--- src/rtl/vic_pkg.sv ---
package vic_pkg;
  localparam int NUM_LINES = 8;
  localparam int IDX_W     = $clog2(NUM_LINES);
  localparam int VEC_W     = 8;
  localparam int BASE_W    = VEC_W - IDX_W;
  localparam int DATA_W    = 8;

  typedef enum logic {ACK_IDLE, ACK_WAIT} ack_state_e;
endpackage

--- src/rtl/vic_sync.sv ---
module vic_sync #(
  parameter int N      = 8,
  parameter int STAGES = 2
) (
  input  logic         clk_i,
  input  logic         rst_ni,
  input  logic [N-1:0] async_i,
  output logic [N-1:0] level_o,
  output logic [N-1:0] rise_o
);
  logic [STAGES-1:0][N-1:0] chain_q;
  logic [N-1:0]             prev_q;

  always_ff @(posedge clk_i or negedge rst_ni) begin
    if (!rst_ni) begin
      chain_q <= '0;
      prev_q  <= '0;
    end else begin
      chain_q[0] <= async_i;
      for (int s = 1; s < STAGES; s++) chain_q[s] <= chain_q[s-1];
      prev_q <= chain_q[STAGES-1];
    end
  end

  assign level_o = chain_q[STAGES-1];
  assign rise_o  = chain_q[STAGES-1] & ~prev_q;
endmodule

--- src/rtl/vic_prio.sv ---
module vic_prio #(
  parameter int N  = 8,
  parameter int IW = $clog2(N)
) (
  input  logic [N-1:0]  req_i,
  output logic          found_o,
  output logic [IW-1:0] idx_o,
  output logic [N-1:0]  oh_o
);
  // lowest index wins: later iterations overwrite
  always_comb begin
    found_o = 1'b0;
    idx_o   = '0;
    oh_o    = '0;
    for (int i = N - 1; i >= 0; i--) begin
      if (req_i[i]) begin
        found_o  = 1'b1;
        idx_o    = IW'(i);
        oh_o     = '0;
        oh_o[i]  = 1'b1;
      end
    end
  end
endmodule

--- src/rtl/vic_top.sv ---
module vic_top
  import vic_pkg::*;
#(
  parameter int SYNC_STAGES = 2
) (
  input  logic                 clk_i,
  input  logic                 rst_ni,
  input  logic [NUM_LINES-1:0] irq_i,
  input  logic                 cs_n_i,
  input  logic                 rd_i,
  input  logic                 wr_i,
  input  logic                 addr_i,
  input  logic [DATA_W-1:0]    wdata_i,
  output logic [DATA_W-1:0]    rdata_o,
  input  logic                 inta_i,
  output logic                 int_o,
  output logic [VEC_W-1:0]     vec_o,
  output logic                 vec_valid_o
);
  logic [NUM_LINES-1:0] lvl, rise;
  logic [NUM_LINES-1:0] irr_q, isr_q, imr_q, irr_d, isr_d, pending;
  logic [BASE_W-1:0]    base_q;
  logic                 level_mode_q, sel_isr_q;
  logic [IDX_W-1:0]     ack_idx_q;
  ack_state_e           ack_st_q;

  logic                 win_found, isr_found;
  logic [IDX_W-1:0]     win_idx, isr_idx;
  logic [NUM_LINES-1:0] win_oh, isr_oh;
  logic                 grant, ack_first, ack_second, take;
  logic                 wr_en, rd_en, eoi_cmd, sel_cmd, base_cmd, mode_cmd;

  vic_sync #(.N(NUM_LINES), .STAGES(SYNC_STAGES)) u_sync (
    .clk_i, .rst_ni, .async_i(irq_i), .level_o(lvl), .rise_o(rise)
  );

  assign pending = irr_q & ~imr_q;

  vic_prio #(.N(NUM_LINES), .IW(IDX_W)) u_prio_req (
    .req_i(pending), .found_o(win_found), .idx_o(win_idx), .oh_o(win_oh)
  );
  vic_prio #(.N(NUM_LINES), .IW(IDX_W)) u_prio_isr (
    .req_i(isr_q), .found_o(isr_found), .idx_o(isr_idx), .oh_o(isr_oh)
  );

  assign grant = win_found && (!isr_found || (win_idx < isr_idx));
  assign int_o = grant;

  assign wr_en    = !cs_n_i && wr_i;
  assign rd_en    = !cs_n_i && rd_i;
  assign eoi_cmd  = wr_en && !addr_i && wdata_i[7];
  assign sel_cmd  = wr_en && !addr_i && (wdata_i[7:6] == 2'b01);
  assign base_cmd = wr_en && !addr_i && (wdata_i[7:5] == 3'b001);
  assign mode_cmd = wr_en && !addr_i && (wdata_i[7:4] == 4'b0001);

  assign ack_first  = inta_i && (ack_st_q == ACK_IDLE);
  assign ack_second = inta_i && (ack_st_q == ACK_WAIT);
  assign take       = ack_first && grant;

  always_comb begin
    irr_d = level_mode_q ? lvl : ((irr_q | rise) & lvl);
    if (take) irr_d = irr_d & ~win_oh;
    isr_d = isr_q;
    if (eoi_cmd) isr_d = isr_d & ~isr_oh;
    if (take)    isr_d = isr_d | win_oh;
  end

  always_ff @(posedge clk_i or negedge rst_ni) begin
    if (!rst_ni) begin
      irr_q        <= '0;
      isr_q        <= '0;
      imr_q        <= '1;
      base_q       <= '0;
      level_mode_q <= 1'b0;
      sel_isr_q    <= 1'b0;
      ack_st_q     <= ACK_IDLE;
      ack_idx_q    <= '0;
      vec_o        <= '0;
      vec_valid_o  <= 1'b0;
      rdata_o      <= '0;
    end else begin
      irr_q       <= irr_d;
      isr_q       <= isr_d;
      vec_valid_o <= ack_second;
      if (wr_en && addr_i) imr_q <= wdata_i;
      if (base_cmd) base_q <= wdata_i[BASE_W-1:0];
      if (mode_cmd) level_mode_q <= wdata_i[0];
      if (sel_cmd)  sel_isr_q <= wdata_i[0];
      if (ack_first) begin
        ack_st_q  <= ACK_WAIT;
        ack_idx_q <= grant ? win_idx : IDX_W'(NUM_LINES - 1);
      end
      if (ack_second) begin
        ack_st_q <= ACK_IDLE;
        vec_o    <= {base_q, ack_idx_q};
      end
      if (rd_en) rdata_o <= addr_i ? imr_q : (sel_isr_q ? isr_q : irr_q);
    end
  end
endmodule

--- config.mk ---
export PLATFORM = sky130hd
export DESIGN_NAME = vic_top
export DESIGN_NICKNAME = d
export VERILOG_FILES = /design/src/rtl/vic_pkg.sv /design/src/rtl/vic_sync.sv /design/src/rtl/vic_prio.sv /design/src/rtl/vic_top.sv
export SDC_FILE = /design/constraint.sdc
export NUM_CORES = 1
export LEC_CHECK = 0
export ABC_AREA = 1
export BUFFER_PORTS_ARGS = -buffer_cell sky130_fd_sc_hd__buf_2
export CORE_UTILIZATION = 58
export CTS_CLUSTER_DIAMETER = 80
export DETAILED_ROUTE_END_ITERATION = 8
export PLACE_DENSITY = 0.79
export SLEW_MARGIN = 10
export SYNTH_ARGS = -nofsm -noshare
export SYNTH_HDL_FRONTEND = slang
export SYNTH_SLANG_ARGS = --single-unit
export TNS_END_PERCENT = 100
--- constraint.sdc ---
create_clock -name clk_i -period 2.8 [get_ports clk_i]
set_input_delay 0.28 -clock clk_i [delete_from_list [all_inputs] [get_ports clk_i]]
set_output_delay 0.28 -clock clk_i [all_outputs]
set_load 0.02 [all_outputs]
==> results of run 1 <==
-- repair_timing --
action,4_1_cts,5_1_grt
setup endpoints to repair,1,1
resized for setup,0,5
buffers inserted,1,1
pin swaps,1,1
-- cells in the mapped netlist --
cell	n
sky130_fd_sc_hd__nand3_2	1
sky130_fd_sc_hd__clkbuf_1	6
sky130_fd_sc_hd__o31ai_1	1
sky130_fd_sc_hd__a31oi_1	6
sky130_fd_sc_hd__clkinv_1	2
sky130_fd_sc_hd__dfrtp_1	68
sky130_fd_sc_hd__a21boi_0	1
sky130_fd_sc_hd__a211o_1	4
sky130_fd_sc_hd__inv_1	50
sky130_fd_sc_hd__o21ai_0	26
sky130_fd_sc_hd__nand4_2	1
sky130_fd_sc_hd__clkbuf_8	2
sky130_fd_sc_hd__ha_1	2
sky130_fd_sc_hd__nor2_4	2
sky130_fd_sc_hd__nand2_1	112
sky130_fd_sc_hd__buf_12	1
sky130_fd_sc_hd__nand2_4	1
sky130_fd_sc_hd__nor4_4	1
sky130_fd_sc_hd__and2_1	3
sky130_fd_sc_hd__nor2_1	33
sky130_fd_sc_hd__nand4_1	19
sky130_fd_sc_hd__nor2_2	1
sky130_fd_sc_hd__nor3_1	1
sky130_fd_sc_hd__buf_2	1
sky130_fd_sc_hd__buf_6	1
sky130_fd_sc_hd__inv_2	2
sky130_fd_sc_hd__nand2_2	6
sky130_fd_sc_hd__or2_2	1
sky130_fd_sc_hd__o311ai_0	1
sky130_fd_sc_hd__a21oi_1	5
sky130_fd_sc_hd__dfstp_2	8
sky130_fd_sc_hd__and2_0	3
sky130_fd_sc_hd__buf_4	1
sky130_fd_sc_hd__o211ai_1	3
sky130_fd_sc_hd__nand3_1	18
-- final cells by class --
cell class              instances  area share [%]
multi-input cells             252            31.5
inverters                      54            5.19
repair buffers                 46            6.28
clock inverters                 6            2.24
well taps                      72            2.31
clock buffers                  10            3.52
flip-flops and latches         76            48.9
-- report_power, final --
| group | internal [W] | total [W] | switching [W] |
|---|---|---|---|
| clock | 0.000526 | 0.000938 | 0.000412 |
| combinational | 0.000560 | 0.00165 | 0.00109 |
| sequential | 0.00136 | 0.00158 | 0.000219 |
-- kinds of logic (layout without fill, tap and decap cells) --
family	after synthesis	count (layout)
flip-flops	76	76
adder cells (fa/ha/maj)	2	2
AND/OR/NAND/NOR	203	203
buffers and inverters	66	116
AO/OA/AOI/OAI	47	47
-- cells in the final DEF, fill, tap and decap left out, types with 4 or more instances in the layout --
cell and instances:
sky130_fd_sc_hd__buf_4 6, sky130_fd_sc_hd__o21ai_0 25, sky130_fd_sc_hd__buf_2 40, sky130_fd_sc_hd__nand4_1 19, sky130_fd_sc_hd__nand2_2 6, sky130_fd_sc_hd__a211o_1 4
sky130_fd_sc_hd__clkbuf_8 10, sky130_fd_sc_hd__nand3_1 18, sky130_fd_sc_hd__a31oi_1 6, sky130_fd_sc_hd__dfrtp_1 68, sky130_fd_sc_hd__nand2_1 112, sky130_fd_sc_hd__inv_1 50
sky130_fd_sc_hd__nor2_1 32, sky130_fd_sc_hd__dfstp_2 8
-- stage by stage --
stage               util [%]  area [sq um]  hold slack (ps)
finish                  69.7          3910             41.4
global placement        65.2          3660              331
floorplan                  -          3430            -15.6
detailed placement      65.2          3660              335
global route            69.7          3910             18.2
CTS                     69.4          3890             24.0
-- worst paths after layout --
check	endpoint	slack, ps
max	int_o	170
min	u_sync.chain_q[3]	40
max reg2reg	irr_q[4]	480
min reg2reg	u_sync.level_o[4]	350
max in group asynchronous	irr_q[3]	2020
min in group asynchronous	isr_q[3]	140
-- per-layer routing --
layer  track usage (%)  part of all wire (%)
met1              36.5                    46
met3              6.09                   4.5
met4              14.0                   2.3
met5                 0                     0
met2              44.1                    47
-- registers in the layout (all words and copies together), names as in the netlist, 3 cells and up --
signal          flops
u_sync.prev_q       8
u_sync.chain_q      8
rdata_o             8
irr_q               8
base_q              5
ack_idx_q           3
isr_q               8
u_sync.level_o      8
vec_o               8
imr_q               8
==> metrics.txt, run 1 <==
# TYPE chip_impl_metric gauge
chip_impl_info{name="crit_type",value="flop to primary output"} 1
chip_impl_metric{name="via_per_inst",unit=""} 5.27
chip_impl_metric{name="grt_first_pass_wirelength",unit="um"} 13000
chip_impl_metric{name="r2r.worst_path.cells",unit=""} 15
chip_impl_info{name="result_of_the_run",value="complete, no violations"} 1
chip_impl_metric{name="cts_max_level",unit=""} 3
chip_impl_info{name="r2r_start",value="imr_q[1]"} 1
chip_impl_metric{name="synth-compound-area-share",unit="%"} 7.99
chip_impl_metric{name="synth_fp_nets",unit=""} 419
chip_impl_metric{name="drv_slew",unit=""} 0
chip_impl_metric{name="num-fill-cells",unit=""} 467
chip_impl_metric{name="clk_latency",unit="ps"} 340
chip_impl_metric{name="finish.net_count",unit=""} 464
chip_impl_info{name="synth_top_family_by_area",value="simple AND/OR/NAND/NOR gates"} 1
chip_impl_info{name="timing.critical_path.slowest_stage_cell",value="sky130_fd_sc_hd__dfstp_2"} 1
chip_impl_metric{name="path_clk_slew",unit="ps"} 80
chip_impl_metric{name="dr.first_iter.drc_count",unit=""} 243
chip_impl_metric{name="post_synth_mux_area_share",unit="%"} 0
chip_impl_metric{name="critPathMaxFanout",unit=""} 5
chip_impl_metric{name="drt_pass1_iterations",unit=""} 4
chip_impl_metric{name="worst_pin_slew",unit="ps"} 946
chip_impl_metric{name="synthCells",unit=""} 394
chip_impl_metric{name="number_of_buffers_between_clock_root_and_the_deepest_sink",unit=""} 2
chip_impl_metric{name="dr_total_vias",unit=""} 2720
chip_impl_metric{name="cp.required",unit="ps"} 2520
chip_impl_metric{name="slew_headroom",unit="%"} 37.0
chip_impl_metric{name="syn_to_final_growth",unit="%"} 13.9
chip_impl_metric{name="design.die.area",unit="sq um"} 6230
chip_impl_info{name="crit_path_cell_trace",value="inv_2 > nand2_4 > o21ai_1 > nor2_1 > inv_1 > nor2_2 > ha_1 > nand2_1 > inv_1 > nand2_1 > nand2_2 > a21boi_1 > buf_2"} 1
chip_impl_metric{name="yosys.area.top_type_share",unit="%"} 49.6
chip_impl_info{name="timing.critical_path.from_type",value="flop"} 1
chip_impl_metric{name="largest_net_degree_at_the_start_of_global_routing",unit=""} 77
chip_impl_metric{name="floorplan.initialDensity",unit="%"} 61.2
chip_impl_metric{name="avgRoutedWirePerCell",unit="um"} 14.5
chip_impl_metric{name="share_of_the_yosys_chip_area_belonging_to_registers",unit="%"} 55.7
chip_impl_metric{name="setup_violations",unit=""} 0
chip_impl_metric{name="postCtsHoldBufs",unit=""} 0
chip_impl_info{name="worst_path_dominant_cell_family",value="simple AND/OR/NAND/NOR gates"} 1
chip_impl_metric{name="total_power",unit="W"} 0.00416
chip_impl_metric{name="core_region_area",unit="sq um"} 5610
chip_impl_info{name="worstSetupStartpoint",value="imr_q[1]"} 1
chip_impl_metric{name="synthesis.area_per_instance",unit="sq um"} 8.71
chip_impl_info{name="grt_setup_unrepaired",value="no"} 1
chip_impl_metric{name="grt_antenna_before_repair",unit=""} 0
chip_impl_metric{name="synth_cell_type_count",unit=""} 35
chip_impl_metric{name="timing.final.hold_violations",unit=""} 0
chip_impl_metric{name="die-height",unit="um"} 78.9
chip_impl_metric{name="globalRouteTotalUtil",unit="%"} 27.9
chip_impl_metric{name="io_pins",unit=""} 41
chip_impl_metric{name="crit_buf_inv",unit=""} 4
chip_impl_metric{name="drt_drc_violations_left",unit=""} 0
chip_impl_metric{name="final.setup_skew",unit="ps"} 6.33
chip_impl_metric{name="timing.hold.worst_path_depth",unit=""} 1
chip_impl_metric{name="multiInputGateArea",unit="sq um"} 1230
chip_impl_metric{name="finish.cell_count_without_fillers",unit=""} 516
chip_impl_info{name="worst_hold_path_type",value="input port to flop"} 1
chip_impl_info{name="cts_root_buf",value="sky130_fd_sc_hd__clkbuf_8"} 1
chip_impl_metric{name="floorplan.rows",unit=""} 27
chip_impl_metric{name="mappedNetlistArea",unit="sq um"} 3430
chip_impl_metric{name="synth-xor-area-share",unit="%"} 0
chip_impl_metric{name="power.ir.vdd_worst",unit="V"} 0.000586
chip_impl_metric{name="yosys.area_share.adder",unit="%"} 0.729
chip_impl_metric{name="drive_gt1_share",unit="%"} 20.0
chip_impl_metric{name="finalWorstSetupSlack",unit="ps"} 170
chip_impl_info{name="synth.largest_area_cell",value="sky130_fd_sc_hd__dfrtp_1"} 1
chip_impl_metric{name="seq_area",unit="sq um"} 1910
chip_impl_metric{name="dp.cells",unit=""} 498
chip_impl_metric{name="place.detailed.hpwl",unit="um"} 5300
chip_impl_metric{name="vias_in_the_first_global_route",unit=""} 2730
chip_impl_metric{name="finalWeightedCongestion",unit=""} 0.904
chip_impl_info{name="crit_path_end_kind",value="primary output"} 1
chip_impl_metric{name="total_power_divided_by_cell_area",unit="nW/um^2"} 1070
chip_impl_metric{name="final.period_utilization",unit="%"} 93.9
chip_impl_metric{name="path_length_in_cells_of_the_critical_path",unit=""} 13
chip_impl_metric{name="cap_violations",unit=""} 0
chip_impl_metric{name="synth_seq_cells",unit=""} 76
chip_impl_metric{name="dp_slack",unit="ps"} 378
chip_impl_metric{name="cts_inserted_buffers",unit=""} 9
chip_impl_metric{name="postRouteAntennaNets",unit=""} 0
chip_impl_metric{name="fin_setup_tns",unit="ps"} 0
chip_impl_metric{name="total_leakage_power",unit="nW"} 2.05
chip_impl_metric{name="synthSimpleGateAreaFrac",unit="%"} 26.9
chip_impl_metric{name="cp_slowest_stage_delay",unit="ps"} 540
chip_impl_metric{name="clock-sinks",unit=""} 76
chip_impl_info{name="worstHoldStart",value="irq_i[3]"} 1
chip_impl_metric{name="overflow",unit=""} 0
chip_impl_metric{name="final_period_minus_worst_setup_slack",unit="ps"} 2630
chip_impl_metric{name="die_w",unit="um"} 78.9
chip_impl_metric{name="number_of_diodes",unit=""} 0
chip_impl_metric{name="fmax",unit="GHz"} 0.380
chip_impl_metric{name="synth.yosys.warnings",unit=""} 0
chip_impl_metric{name="io_buffer_count",unit=""} 40
chip_impl_info{name="cts_tree",value="done"} 1
chip_impl_metric{name="wl",unit="um"} 7500
chip_impl_metric{name="critPathArrivalTime",unit="ps"} 2350
chip_impl_info{name="synth.area.top_cells",value="sky130_fd_sc_hd__dfrtp_1, sky130_fd_sc_hd__nand2_1, sky130_fd_sc_hd__dfstp_2"} 1
Note: power is estimated with default switching activity, not from simulation.
==> run 2, diff against run 1 <==
ABC_AREA = 0   (was 1)
CORE_UTILIZATION = 57   (was 58)
CTS_BUF_LIST = sky130_fd_sc_hd__clkbuf_4 sky130_fd_sc_hd__clkbuf_8 sky130_fd_sc_hd__clkbuf_16   (was default)
==> run 2 against run 1 <==
Sequential cell count unchanged. Clock skew down 3.5 ps. Global-route usage decreased by 4.2 points. First-iteration DRC count down 44%. Combinational power down 33%. Via count fell by 21%. Critical path depth decreased by 3. Synthesized cell count shrank 34%. Non-clock buffer count is 4 lower. Fmax decreased by 2.2%. Sequential power about the same. Critical endpoint unchanged. Largest power group is now sequential cells.
==> metrics.txt, run 2 <==
# TYPE chip_impl_metric gauge
chip_impl_metric{name="setup_violations",unit=""} 0
chip_impl_metric{name="number_of_diodes",unit=""} 0
chip_impl_metric{name="core_region_area",unit="sq um"} 5470
chip_impl_metric{name="final.setup_skew",unit="ps"} 2.82
chip_impl_metric{name="dr_total_vias",unit=""} 2139
chip_impl_metric{name="critPathMaxFanout",unit=""} 4
chip_impl_metric{name="grt_first_pass_wirelength",unit="um"} 10600
chip_impl_metric{name="synth_edf_count",unit=""} 0
chip_impl_info{name="most_common_cell_after_layout_fill_and_taps_aside",value="sky130_fd_sc_hd__dfrtp_1"} 1
chip_impl_metric{name="async_flop_share",unit="%"} 100
chip_impl_metric{name="synthCells",unit=""} 262
chip_impl_metric{name="power.ir.vdd_worst",unit="V"} 0.000429
chip_impl_metric{name="avgRoutedWirePerCell",unit="um"} 16.0
chip_impl_metric{name="finalWorstSetupSlack",unit="ps"} 111
chip_impl_info{name="layout_common_cells",value="sky130_fd_sc_hd__dfrtp_1, sky130_fd_sc_hd__buf_2, sky130_fd_sc_hd__nand2_1, sky130_fd_sc_hd__mux2_2, sky130_fd_sc_hd__nor2_1"} 1
chip_impl_metric{name="io_buffer_count",unit=""} 40
chip_impl_metric{name="drt_drc_violations_left",unit=""} 0
chip_impl_metric{name="timing.final.hold_violations",unit=""} 0
chip_impl_info{name="yosys-top-cells-count",value="sky130_fd_sc_hd__dfrtp_1, sky130_fd_sc_hd__nand2_1, sky130_fd_sc_hd__mux2_2"} 1
chip_impl_metric{name="cap_violations",unit=""} 0
chip_impl_metric{name="place.detailed.hpwl",unit="um"} 4460
chip_impl_info{name="crit_type",value="flop to primary output"} 1
chip_impl_metric{name="grt_antenna_before_repair",unit=""} 0
chip_impl_metric{name="wl",unit="um"} 6160
chip_impl_metric{name="drv_slew",unit=""} 0
chip_impl_metric{name="io_pins",unit=""} 41
chip_impl_info{name="synth.area.top_cells",value="sky130_fd_sc_hd__dfrtp_1, sky130_fd_sc_hd__mux2_2, sky130_fd_sc_hd__dfstp_2"} 1
chip_impl_metric{name="yosys.area.top_type_share",unit="%"} 52.8
chip_impl_metric{name="synth.yosys.warnings",unit=""} 0
chip_impl_info{name="result_of_the_run",value="complete, no violations"} 1
chip_impl_info{name="synth.largest_area_cell",value="sky130_fd_sc_hd__dfrtp_1"} 1
chip_impl_metric{name="total_power_divided_by_cell_area",unit="nW/um^2"} 924
chip_impl_metric{name="globalRouteTotalUtil",unit="%"} 23.7
chip_impl_metric{name="synth_fp_nets",unit=""} 287
chip_impl_metric{name="syn_to_final_growth",unit="%"} 14.5
chip_impl_metric{name="cts_inserted_buffers",unit=""} 9
chip_impl_metric{name="floorplan.rows",unit=""} 27
chip_impl_info{name="cts_root_buf",value="sky130_fd_sc_hd__clkbuf_8"} 1
chip_impl_metric{name="clk_latency",unit="ps"} 340
chip_impl_metric{name="fmax",unit="GHz"} 0.372
chip_impl_metric{name="vias_in_the_first_global_route",unit=""} 2159
chip_impl_metric{name="critPathArrivalTime",unit="ps"} 2410
chip_impl_metric{name="drt_pass1_iterations",unit=""} 4
chip_impl_metric{name="share_of_the_yosys_chip_area_belonging_to_registers",unit="%"} 59.3
chip_impl_metric{name="postRouteAntennaNets",unit=""} 0
chip_impl_metric{name="synth_cell_type_count",unit=""} 46
chip_impl_info{name="ys_dominant_reg_cell",value="sky130_fd_sc_hd__dfrtp_1"} 1
chip_impl_metric{name="via_per_inst",unit=""} 5.54
chip_impl_metric{name="finish.net_count",unit=""} 334
chip_impl_metric{name="finalWeightedCongestion",unit=""} 0.909
chip_impl_metric{name="final_period_minus_worst_setup_slack",unit="ps"} 2690
chip_impl_metric{name="die_w",unit="um"} 77.2
chip_impl_metric{name="fin_setup_tns",unit="ps"} 0
chip_impl_metric{name="overflow",unit=""} 0
chip_impl_metric{name="mappedNetlistArea",unit="sq um"} 3220
chip_impl_info{name="worst_hold_path_type",value="input port to flop"} 1
chip_impl_metric{name="worst_pin_slew",unit="ps"} 915
chip_impl_metric{name="multiInputGateArea",unit="sq um"} 1280
chip_impl_metric{name="final.period_utilization",unit="%"} 96.0
chip_impl_metric{name="die-height",unit="um"} 77.2
chip_impl_metric{name="synthesis.area_per_instance",unit="sq um"} 12.3
chip_impl_metric{name="postCtsHoldBufs",unit=""} 0
chip_impl_metric{name="dp_slack",unit="ps"} 288
chip_impl_metric{name="seq_area",unit="sq um"} 1910
chip_impl_metric{name="path_clk_slew",unit="ps"} 70
chip_impl_metric{name="synth_seq_cells",unit=""} 76
chip_impl_metric{name="design.die.area",unit="sq um"} 5960
chip_impl_info{name="crit_path_end_kind",value="primary output"} 1
chip_impl_metric{name="cp.required",unit="ps"} 2520
chip_impl_info{name="cts_tree",value="done"} 1
chip_impl_metric{name="drive_gt1_share",unit="%"} 36.3
chip_impl_metric{name="slew_headroom",unit="%"} 39.0
chip_impl_metric{name="num-fill-cells",unit=""} 436
chip_impl_info{name="cell_with_the_most_instances_after_synthesis",value="sky130_fd_sc_hd__dfrtp_1"} 1
chip_impl_metric{name="total_leakage_power",unit="nW"} 1.68
chip_impl_metric{name="clock-sinks",unit=""} 76
chip_impl_metric{name="number_of_buffers_between_clock_root_and_the_deepest_sink",unit=""} 2
chip_impl_metric{name="dr.first_iter.drc_count",unit=""} 135
chip_impl_info{name="timing.critical_path.from_type",value="flop"} 1
chip_impl_metric{name="largest_net_degree_at_the_start_of_global_routing",unit=""} 77
chip_impl_metric{name="floorplan.initialDensity",unit="%"} 58.9
chip_impl_metric{name="cts_max_level",unit=""} 3
## run 2: worst paths after layout
kind	startpoint	endpoint	slack, ps	depth (start not counted)
max in group asynchronous	rst_ni	u_sync.chain_q[7]	2130	1
worst max register to register	imr_q[6]	irr_q[4]	200	10
worst min register to register	u_sync.chain_q[6]	u_sync.level_o[6]	350	0
min in group asynchronous	rst_ni	rdata_o[7]	60	1
worst max-delay path	imr_q[6]	int_o	110	10
worst min-delay path	irq_i[2]	u_sync.chain_q[2]	40	1
## run 2: final cells by class
class / count / area share (%)
Inverter: 5 / 0.508
Clock buffer: 11 / 3.93
Timing Repair Buffer: 42 / 5.90
Tap cell: 72 / 2.44
Sequential cell: 76 / 51.8
Multi-Input combinational cell: 175 / 34.7
Clock inverter: 5 / 0.746
## run 2: cells by family after synthesis
kind of cell / after synthesis / synth area share, %
flip-flops: 76 / 59.3
AND/OR/NAND/NOR: 83 / 14.3
buffers and inverters: 11 / 1.59
multiplexers: 31 / 10.5
XOR/XNOR: 1 / 0.272
AO/OA/AOI/OAI: 58 / 13.3
adder cells (fa/ha/maj): 2 / 0.776
## run 2: what timing repair did
item / in CTS / in global routing
buffers inserted: 0 / 1
endpoints found under the setup margin: 0 / 1
gates resized for setup: 0 / 6
## run 2: routing by layer
layer	GRT usage, %	wire (um)
met5	0	0
met4	10.2	111
met3	6.43	364
met2	34.8	2830
met1	33.0	2860
## run 2: worst max-delay path: stages, from the launching register on
cell and delay, ps:
sky130_fd_sc_hd__dfstp_2 590, sky130_fd_sc_hd__nand2b_1 210, sky130_fd_sc_hd__nand2_1 100, sky130_fd_sc_hd__nand2_1 90
sky130_fd_sc_hd__a31oi_2 110, sky130_fd_sc_hd__ha_1 290, sky130_fd_sc_hd__o21ai_1 60, sky130_fd_sc_hd__a32o_2 250
sky130_fd_sc_hd__a31oi_1 140, sky130_fd_sc_hd__nor2_1 50, sky130_fd_sc_hd__buf_2 170
## run 2: report_power, final
part / internal (W) / switching, W / total [W]
Sequential: 0.00135 / 0.000219 / 0.00157
Combinational: 0.000484 / 0.000630 / 0.00111
Clock: 0.000349 / 0.000381 / 0.000730
## run 2: stage by stage
| step | hold WS (ps) | cells | utilization, % | power [W] | cell area (sq um) |
|---|---|---|---|---|---|
| after floorplan | -15.6 | 262 | - | 0.00233 | 3220 |
| after global placement | 331 | 369 | 63.8 | 0.00261 | 3490 |
| after detailed placement | 335 | 369 | 63.8 | 0.00265 | 3490 |
| after CTS | 28.0 | 385 | 67.0 | 0.00338 | 3660 |
| after global routing | 17.3 | 386 | 67.4 | 0.00362 | 3690 |
| final | 39.8 | 386 | 67.4 | 0.00341 | 3690 |
